==> src/rtl/ppa_pkg.sv <==
package ppa_pkg;
  localparam int REG_W = 8;
  localparam int CTRL_W = 6;

  localparam logic [1:0] OFF_DATA = 2'd0;
  localparam logic [1:0] OFF_STAT = 2'd1;
  localparam logic [1:0] OFF_CTRL = 2'd2;

  localparam int CB_STROBE = 0;
  localparam int CB_AFEED  = 1;
  localparam int CB_INIT   = 2;
  localparam int CB_SELIN  = 3;
  localparam int CB_IEN    = 4;
  localparam int CB_DIR    = 5;

  localparam logic [CTRL_W-1:0] CTRL_RST = 6'b000100;

  // sync vector order: {busy, ack_n, paper_out, online, fault_n}
  localparam int ST_N = 5;
  localparam logic [ST_N-1:0] ST_RST = 5'b01001;
endpackage

==> src/rtl/ppa_sync.sv <==
module ppa_sync #(
  parameter int W = 1,
  parameter int STAGES = 2,
  parameter logic [W-1:0] RST_VAL = '0
) (
  input  logic         clk_i,
  input  logic         rst_ni,
  input  logic [W-1:0] d_i,
  output logic [W-1:0] q_o
);
  logic [W-1:0] stg [STAGES];

  for (genvar i = 0; i < STAGES; i++) begin : g_stg
    if (i == 0) begin : g_first
      always_ff @(posedge clk_i or negedge rst_ni)
        if (!rst_ni) stg[i] <= RST_VAL;
        else         stg[i] <= d_i;
    end else begin : g_next
      always_ff @(posedge clk_i or negedge rst_ni)
        if (!rst_ni) stg[i] <= RST_VAL;
        else         stg[i] <= stg[i-1];
    end
  end

  assign q_o = stg[STAGES-1];
endmodule

==> src/rtl/ppa_ack_irq.sv <==
module ppa_ack_irq (
  input  logic clk_i,
  input  logic rst_ni,
  input  logic ack_n_i,   // already synchronised
  input  logic ien_i,
  input  logic clr_i,
  output logic ack_fall_o,
  output logic pending_o
);
  logic ack_prev_q;
  logic pend_q;

  assign ack_fall_o = ack_prev_q & ~ack_n_i;

  always_ff @(posedge clk_i or negedge rst_ni)
    if (!rst_ni) ack_prev_q <= 1'b1;
    else         ack_prev_q <= ack_n_i;

  // a new edge takes precedence over a clearing read
  always_ff @(posedge clk_i or negedge rst_ni)
    if (!rst_ni)                  pend_q <= 1'b0;
    else if (ack_fall_o && ien_i) pend_q <= 1'b1;
    else if (clr_i)               pend_q <= 1'b0;

  assign pending_o = pend_q;
endmodule

==> src/rtl/par_port_ctrl.sv <==
module par_port_ctrl
  import ppa_pkg::*;
#(
  parameter int SYNC_STAGES = 2
) (
  input  logic             clk_i,
  input  logic             rst_ni,
  input  logic [1:0]       addr_i,
  input  logic             wr_en_i,
  input  logic             rd_en_i,
  input  logic [REG_W-1:0] wdata_i,
  output logic [REG_W-1:0] rdata_o,
  output logic [REG_W-1:0] data_o,
  output logic             data_oe_o,
  input  logic [REG_W-1:0] data_i,
  input  logic             busy_i,
  input  logic             ack_ni,
  input  logic             paper_out_i,
  input  logic             online_i,
  input  logic             fault_ni,
  output logic             strobe_no,
  output logic             autofeed_no,
  output logic             init_no,
  output logic             select_in_no,
  output logic             irq_o
);
  logic [REG_W-1:0]  data_q;
  logic [CTRL_W-1:0] ctrl_q;
  logic [ST_N-1:0]   st_raw, st_sync;
  logic              busy_s, ack_n_s, pout_s, online_s, fault_n_s;
  logic              ack_fall, pending, stat_rd;

  assign st_raw = {busy_i, ack_ni, paper_out_i, online_i, fault_ni};

  ppa_sync #(.W(ST_N), .STAGES(SYNC_STAGES), .RST_VAL(ST_RST)) u_sync (
    .clk_i (clk_i),
    .rst_ni(rst_ni),
    .d_i   (st_raw),
    .q_o   (st_sync)
  );

  assign {busy_s, ack_n_s, pout_s, online_s, fault_n_s} = st_sync;

  assign stat_rd = rd_en_i && (addr_i == OFF_STAT);

  ppa_ack_irq u_irq (
    .clk_i     (clk_i),
    .rst_ni    (rst_ni),
    .ack_n_i   (ack_n_s),
    .ien_i     (ctrl_q[CB_IEN]),
    .clr_i     (stat_rd),
    .ack_fall_o(ack_fall),
    .pending_o (pending)
  );

  always_ff @(posedge clk_i or negedge rst_ni)
    if (!rst_ni)                              data_q <= '0;
    else if (wr_en_i && addr_i == OFF_DATA)   data_q <= wdata_i;

  always_ff @(posedge clk_i or negedge rst_ni)
    if (!rst_ni)                              ctrl_q <= CTRL_RST;
    else if (wr_en_i && addr_i == OFF_CTRL)   ctrl_q <= wdata_i[CTRL_W-1:0];

  always_comb begin
    unique case (addr_i)
      OFF_DATA: rdata_o = ctrl_q[CB_DIR] ? data_i : data_q;
      OFF_STAT: rdata_o = {~busy_s, ack_n_s, pout_s, online_s, fault_n_s, ~pending, 2'b00};
      OFF_CTRL: rdata_o = {{(REG_W-CTRL_W){1'b0}}, ctrl_q};
      default:  rdata_o = '0;
    endcase
  end

  assign data_o       = data_q;
  assign data_oe_o    = ~ctrl_q[CB_DIR];
  assign strobe_no    = ~ctrl_q[CB_STROBE];
  assign autofeed_no  = ~ctrl_q[CB_AFEED];
  assign init_no      =  ctrl_q[CB_INIT];
  assign select_in_no = ~ctrl_q[CB_SELIN];
  assign irq_o        = pending;
endmodule

==> config.mk <==
export PLATFORM = sky130hd
export DESIGN_NAME = par_port_ctrl
export DESIGN_NICKNAME = d
export VERILOG_FILES = /design/src/rtl/ppa_pkg.sv /design/src/rtl/ppa_sync.sv /design/src/rtl/ppa_ack_irq.sv /design/src/rtl/par_port_ctrl.sv
export SDC_FILE = /design/constraint.sdc
export NUM_CORES = 1
export LEC_CHECK = 0
export BUFFER_PORTS_ARGS = -buffer_cell sky130_fd_sc_hd__buf_2
export CAP_MARGIN = 20
export CORE_MARGIN = 2
export CORE_UTILIZATION = 49
export CTS_CLUSTER_DIAMETER = 150
export CTS_CLUSTER_SIZE = 12
export DETAILED_ROUTE_END_ITERATION = 16
export PLACE_DENSITY = 0.87
export REMOVE_ABC_BUFFERS = 1
export SLEW_MARGIN = 20
export SYNTH_ARGS = -nofsm -noshare
export SYNTH_HDL_FRONTEND = slang
export SYNTH_SLANG_ARGS = --single-unit
==> constraint.sdc <==
create_clock -name clk_i -period 2.9 [get_ports clk_i]
set_clock_uncertainty 0.2 [all_clocks]
set_input_delay 0.435 -clock clk_i [delete_from_list [all_inputs] [get_ports clk_i]]
set_output_delay 0.435 -clock clk_i [all_outputs]
set_load 0.02 [all_outputs]
==> results by group <==
STA
  • # setup viols final: 0
  • Setup_tns: 0 ns
  • Fmax: 407 MHz
  • Max Slew Vio Count: 0
  • Crit path time final: 2.46 ns
  • Final hold violations: 0
  • Final cycle utilization of the critical path: 0.847
  • Relative slew slack: 0.632
  • Slew of the pin with the lowest slew margin: 0.553 ns
  • RSZ-0062 raised after global routing: false

Min path
  • Hold path startpoint: wdata_i[7]
  • Min-delay worst type: input pin to register
  • Hold endpoint: data_o[7]$_DFFE_PN0P_
  • Hold depth: 2

Die
  • Cell row count: 17
  • DIE AREA: 0.00263 mm^2
  • Initial Utilization: 0.506
  • Die width: 51.3 um
  • Die H: slightly above 50 um
  • Core area: 0.00217 mm^2
  • I/O pins: 49

CTS
  • Worst-skew pair later-pin latency: 0.31 ns
  • Post-cts resize count: 0
  • CTS tree: done
  • # clock sinks: 26
  • CTS Root Cell: clkbuf_4
  • Clk buf depth: 2
  • H-tree depth: 1
  • Clk pin slew, worst setup/hold paths: 0.14 ns
  • Number of CTS-inserted buffers: 3

Critical path
  • Delay-heaviest family, CP: flip-flops
  • Startpoint types: register
  • R2R Path Start: ctrl_q[5]$_DFFE_PN0P_
  • Buf/Inv on CP: 1
  • R2R Path End: ctrl_q[5]$_DFFE_PN0P_
  • Worst Path Required: 2.27 ns
  • Crit-path max FO: 14
  • FF-to-FF setup slack: 1.72 ns
  • CP endpoint kind: primary output
  • R2R cell count: 1
  • Worst-path cell chain: mux2_2 > a221o_1 > buf_2
  • Setup CP Type: register to primary output
  • WP depth: 3
  • Arrival time at the worst endpoint: 1.82 ns
  • CP peak stage delay: 0.63 ns
  • Crit path max-delay cell type: dfrtp_1

Global route
  • Initial antenna violation count: 0
  • Remaining Overflow, GRT: 0
  • Vias in the first global route: 857
  • Total track usage: 0.205
  • First-pass GRT wire length: 3840 um
  • Largest net degree at the start of global routing: 27

Layout
  • Nets: between 150 and 200
  • ANT cells: 0
  • Final Instance Area: 0.00144 mm^2
  • Layout area overhead: 31.1%
  • Layout cells sized above 1: 0.551

Power
  • Flop pwr share: 0.527
  • Power Density: 602 mW/mm^2
  • P_leak: approximately 0.7 nW
  • Combinational power share: 0.295
  • Worst VDD drop: 466 uV
  • Final Total Pwr: 0.867 mW
  • Clock power share: 0.177
  • Int Pwr: 0.584 mW
  • Switching portion of total power: 0.326
  • NetSw: 0.283 mW

Synth
  • Syn Inst Count: 81
  • Post-synth cell types: 19
  • Ys Warns: 0
  • Average size of a mapped cell: 13.5 um^2
  • Post-synthesis sequential area ratio: 0.600
  • Register bit total from synthesis: 26
  • Mapped cell area: 0.00110 mm^2

Detailed routing
  • DR vias: between 800 and 900
  • Antenna Violating Nets Remaining: 0
  • Routed vias/inst: between 5 and 6
  • First-pass DRT Iterations: 4
  • Initial DRC count: 21
  • DRC Markers: 0
  • DRT Wirelength: 2450 um
  • Avg WL per Cell: between 10 and 15 um

Outcome
  • Status: finished clean

Place
  • Gp weighted congestion: 0.781
  • # port buffers: 48
  • Detail Placement HPWL: 1770 um
  • DP Area: 0.00135 mm^2

Flow run
  • Max Cap Viol: 0
## placed cells by master, fill, tap and decap left out, types with 2 or more instances in the layout
cell | Yosys | routed
nand2_1 | 3 | 3
dfstp_2 | 6 | 6
buf_2 | 1 | 48
nand3_1 | 2 | 2
dfrtp_1 | 20 | 20
o21ai_0 | 2 | 2
mux2_2 | 17 | 17
nor2b_1 | 4 | 4
inv_1 | 6 | 6
a221o_1 | 2 | 2
clkbuf_4 | 0 | 3
dlygate4sd3_1 | 0 | 6
and3_1 | 2 | 2
a211oi_1 | 8 | 8
## cells in the mapped netlist, drive strengths merged
master / n / share of area
dfrtp: 20 / 0.46
mux2: 17 / 0.17
a211oi: 8 / 0.055
dfstp: 6 / 0.14
inv: 6 / 0.021
nor2b: 4 / 0.023
buf: 3 / 0.018
nand2: 3 / 0.010
a221o: 2 / 0.018
and3: 2 / 0.011
nand3: 2 / 0.0091
o21ai: 2 / 0.0091
a32o: 1 / 0.0091
a32oi: 1 / 0.0080
and2b: 1 / 0.0068
nor2: 1 / 0.0034
nor3b: 1 / 0.017
o211ai: 1 / 0.0068
## per-layer routing
layer	vias to the layer above	GRT usage	routed length, um
met4	0	0.114	61
met3	7	0.0409	114
met5	-	0	0
li1	403	-	-
met1	411	0.251	960
met2	31	0.338	1310
## how the worst max path moves through the flow
stage                          start          to
3_5_place_dp               addr_i[1]  rdata_o[4]
3_3_place_gp               addr_i[1]  rdata_o[4]
5_1_grt        ctrl_q[5]$_DFFE_PN0P_  rdata_o[4]
2_1_floorplan  ctrl_q[5]$_DFFE_PN0P_  rdata_o[4]
6_report       ctrl_q[5]$_DFFE_PN0P_  rdata_o[4]
4_1_cts        ctrl_q[5]$_DFFE_PN0P_  rdata_o[4]
## timing repair
| action | CTS | global route |
|---|---|---|
| hold buffers | 3 | 3 |
| setup endpoints to repair | 0 | 0 |
| buffers inserted | 0 | 0 |
| hold endpoints to repair | 22 | 3 |
## state kept, by name (all words and copies together) (netlist names)
register          count
u_irq.ack_prev_q      1
data_o                8
u_irq.pending_o       1
u_sync.stg            5
u_sync.q_o            5
ctrl_q                6
## power groups by stage
stage,Sequential (mW),Clock [mW],Combinational [mW]
2_1_floorplan,0.487,0,0.121
3_3_place_gp,0.460,0,0.244
3_5_place_dp,0.464,0,0.251
4_1_cts,0.457,0.161,0.254
5_1_grt,0.464,0.174,0.279
6_report,0.457,0.154,0.256
## stage by stage
| step | setup slack [ns] | utilization | hold slack (ns) | instances |
|---|---|---|---|---|
| final | 0.442 | 0.663 | 0.136 | 164 |
| after global routing | 0.370 | 0.663 | 0.138 | 164 |
| after CTS | 0.441 | 0.649 | 0.00115 | 161 |
| after detailed placement | 0.806 | 0.623 | 0.135 | 154 |
| after global placement | 0.825 | 0.623 | 0.134 | 154 |
| after floorplan | 0.983 | - | -0.0606 | 78 |
## kinds of logic (layout without fill, tap and decap cells)
logic type / after synthesis / count (layout) / synth area share
simple gates: 14 / 14 / 0.0810
flops: 26 / 26 / 0.600
buf+inv: 9 / 64 / 0.0388
compound gates: 15 / 15 / 0.106
mux: 17 / 17 / 0.174
## final cells by class
| class | count | area, um^2 |
|---|---|---|
| fillers | 175 | 731 |
| well taps | 28 | 35.0 |
| clock buffers | 4 | 26.3 |
| multi-input cells | 46 | 397 |
| flip-flops and latches | 26 | 658 |
| inverters | 6 | 22.5 |
| repair buffers | 54 | 300 |
Power figures use the tool's default switching activity.
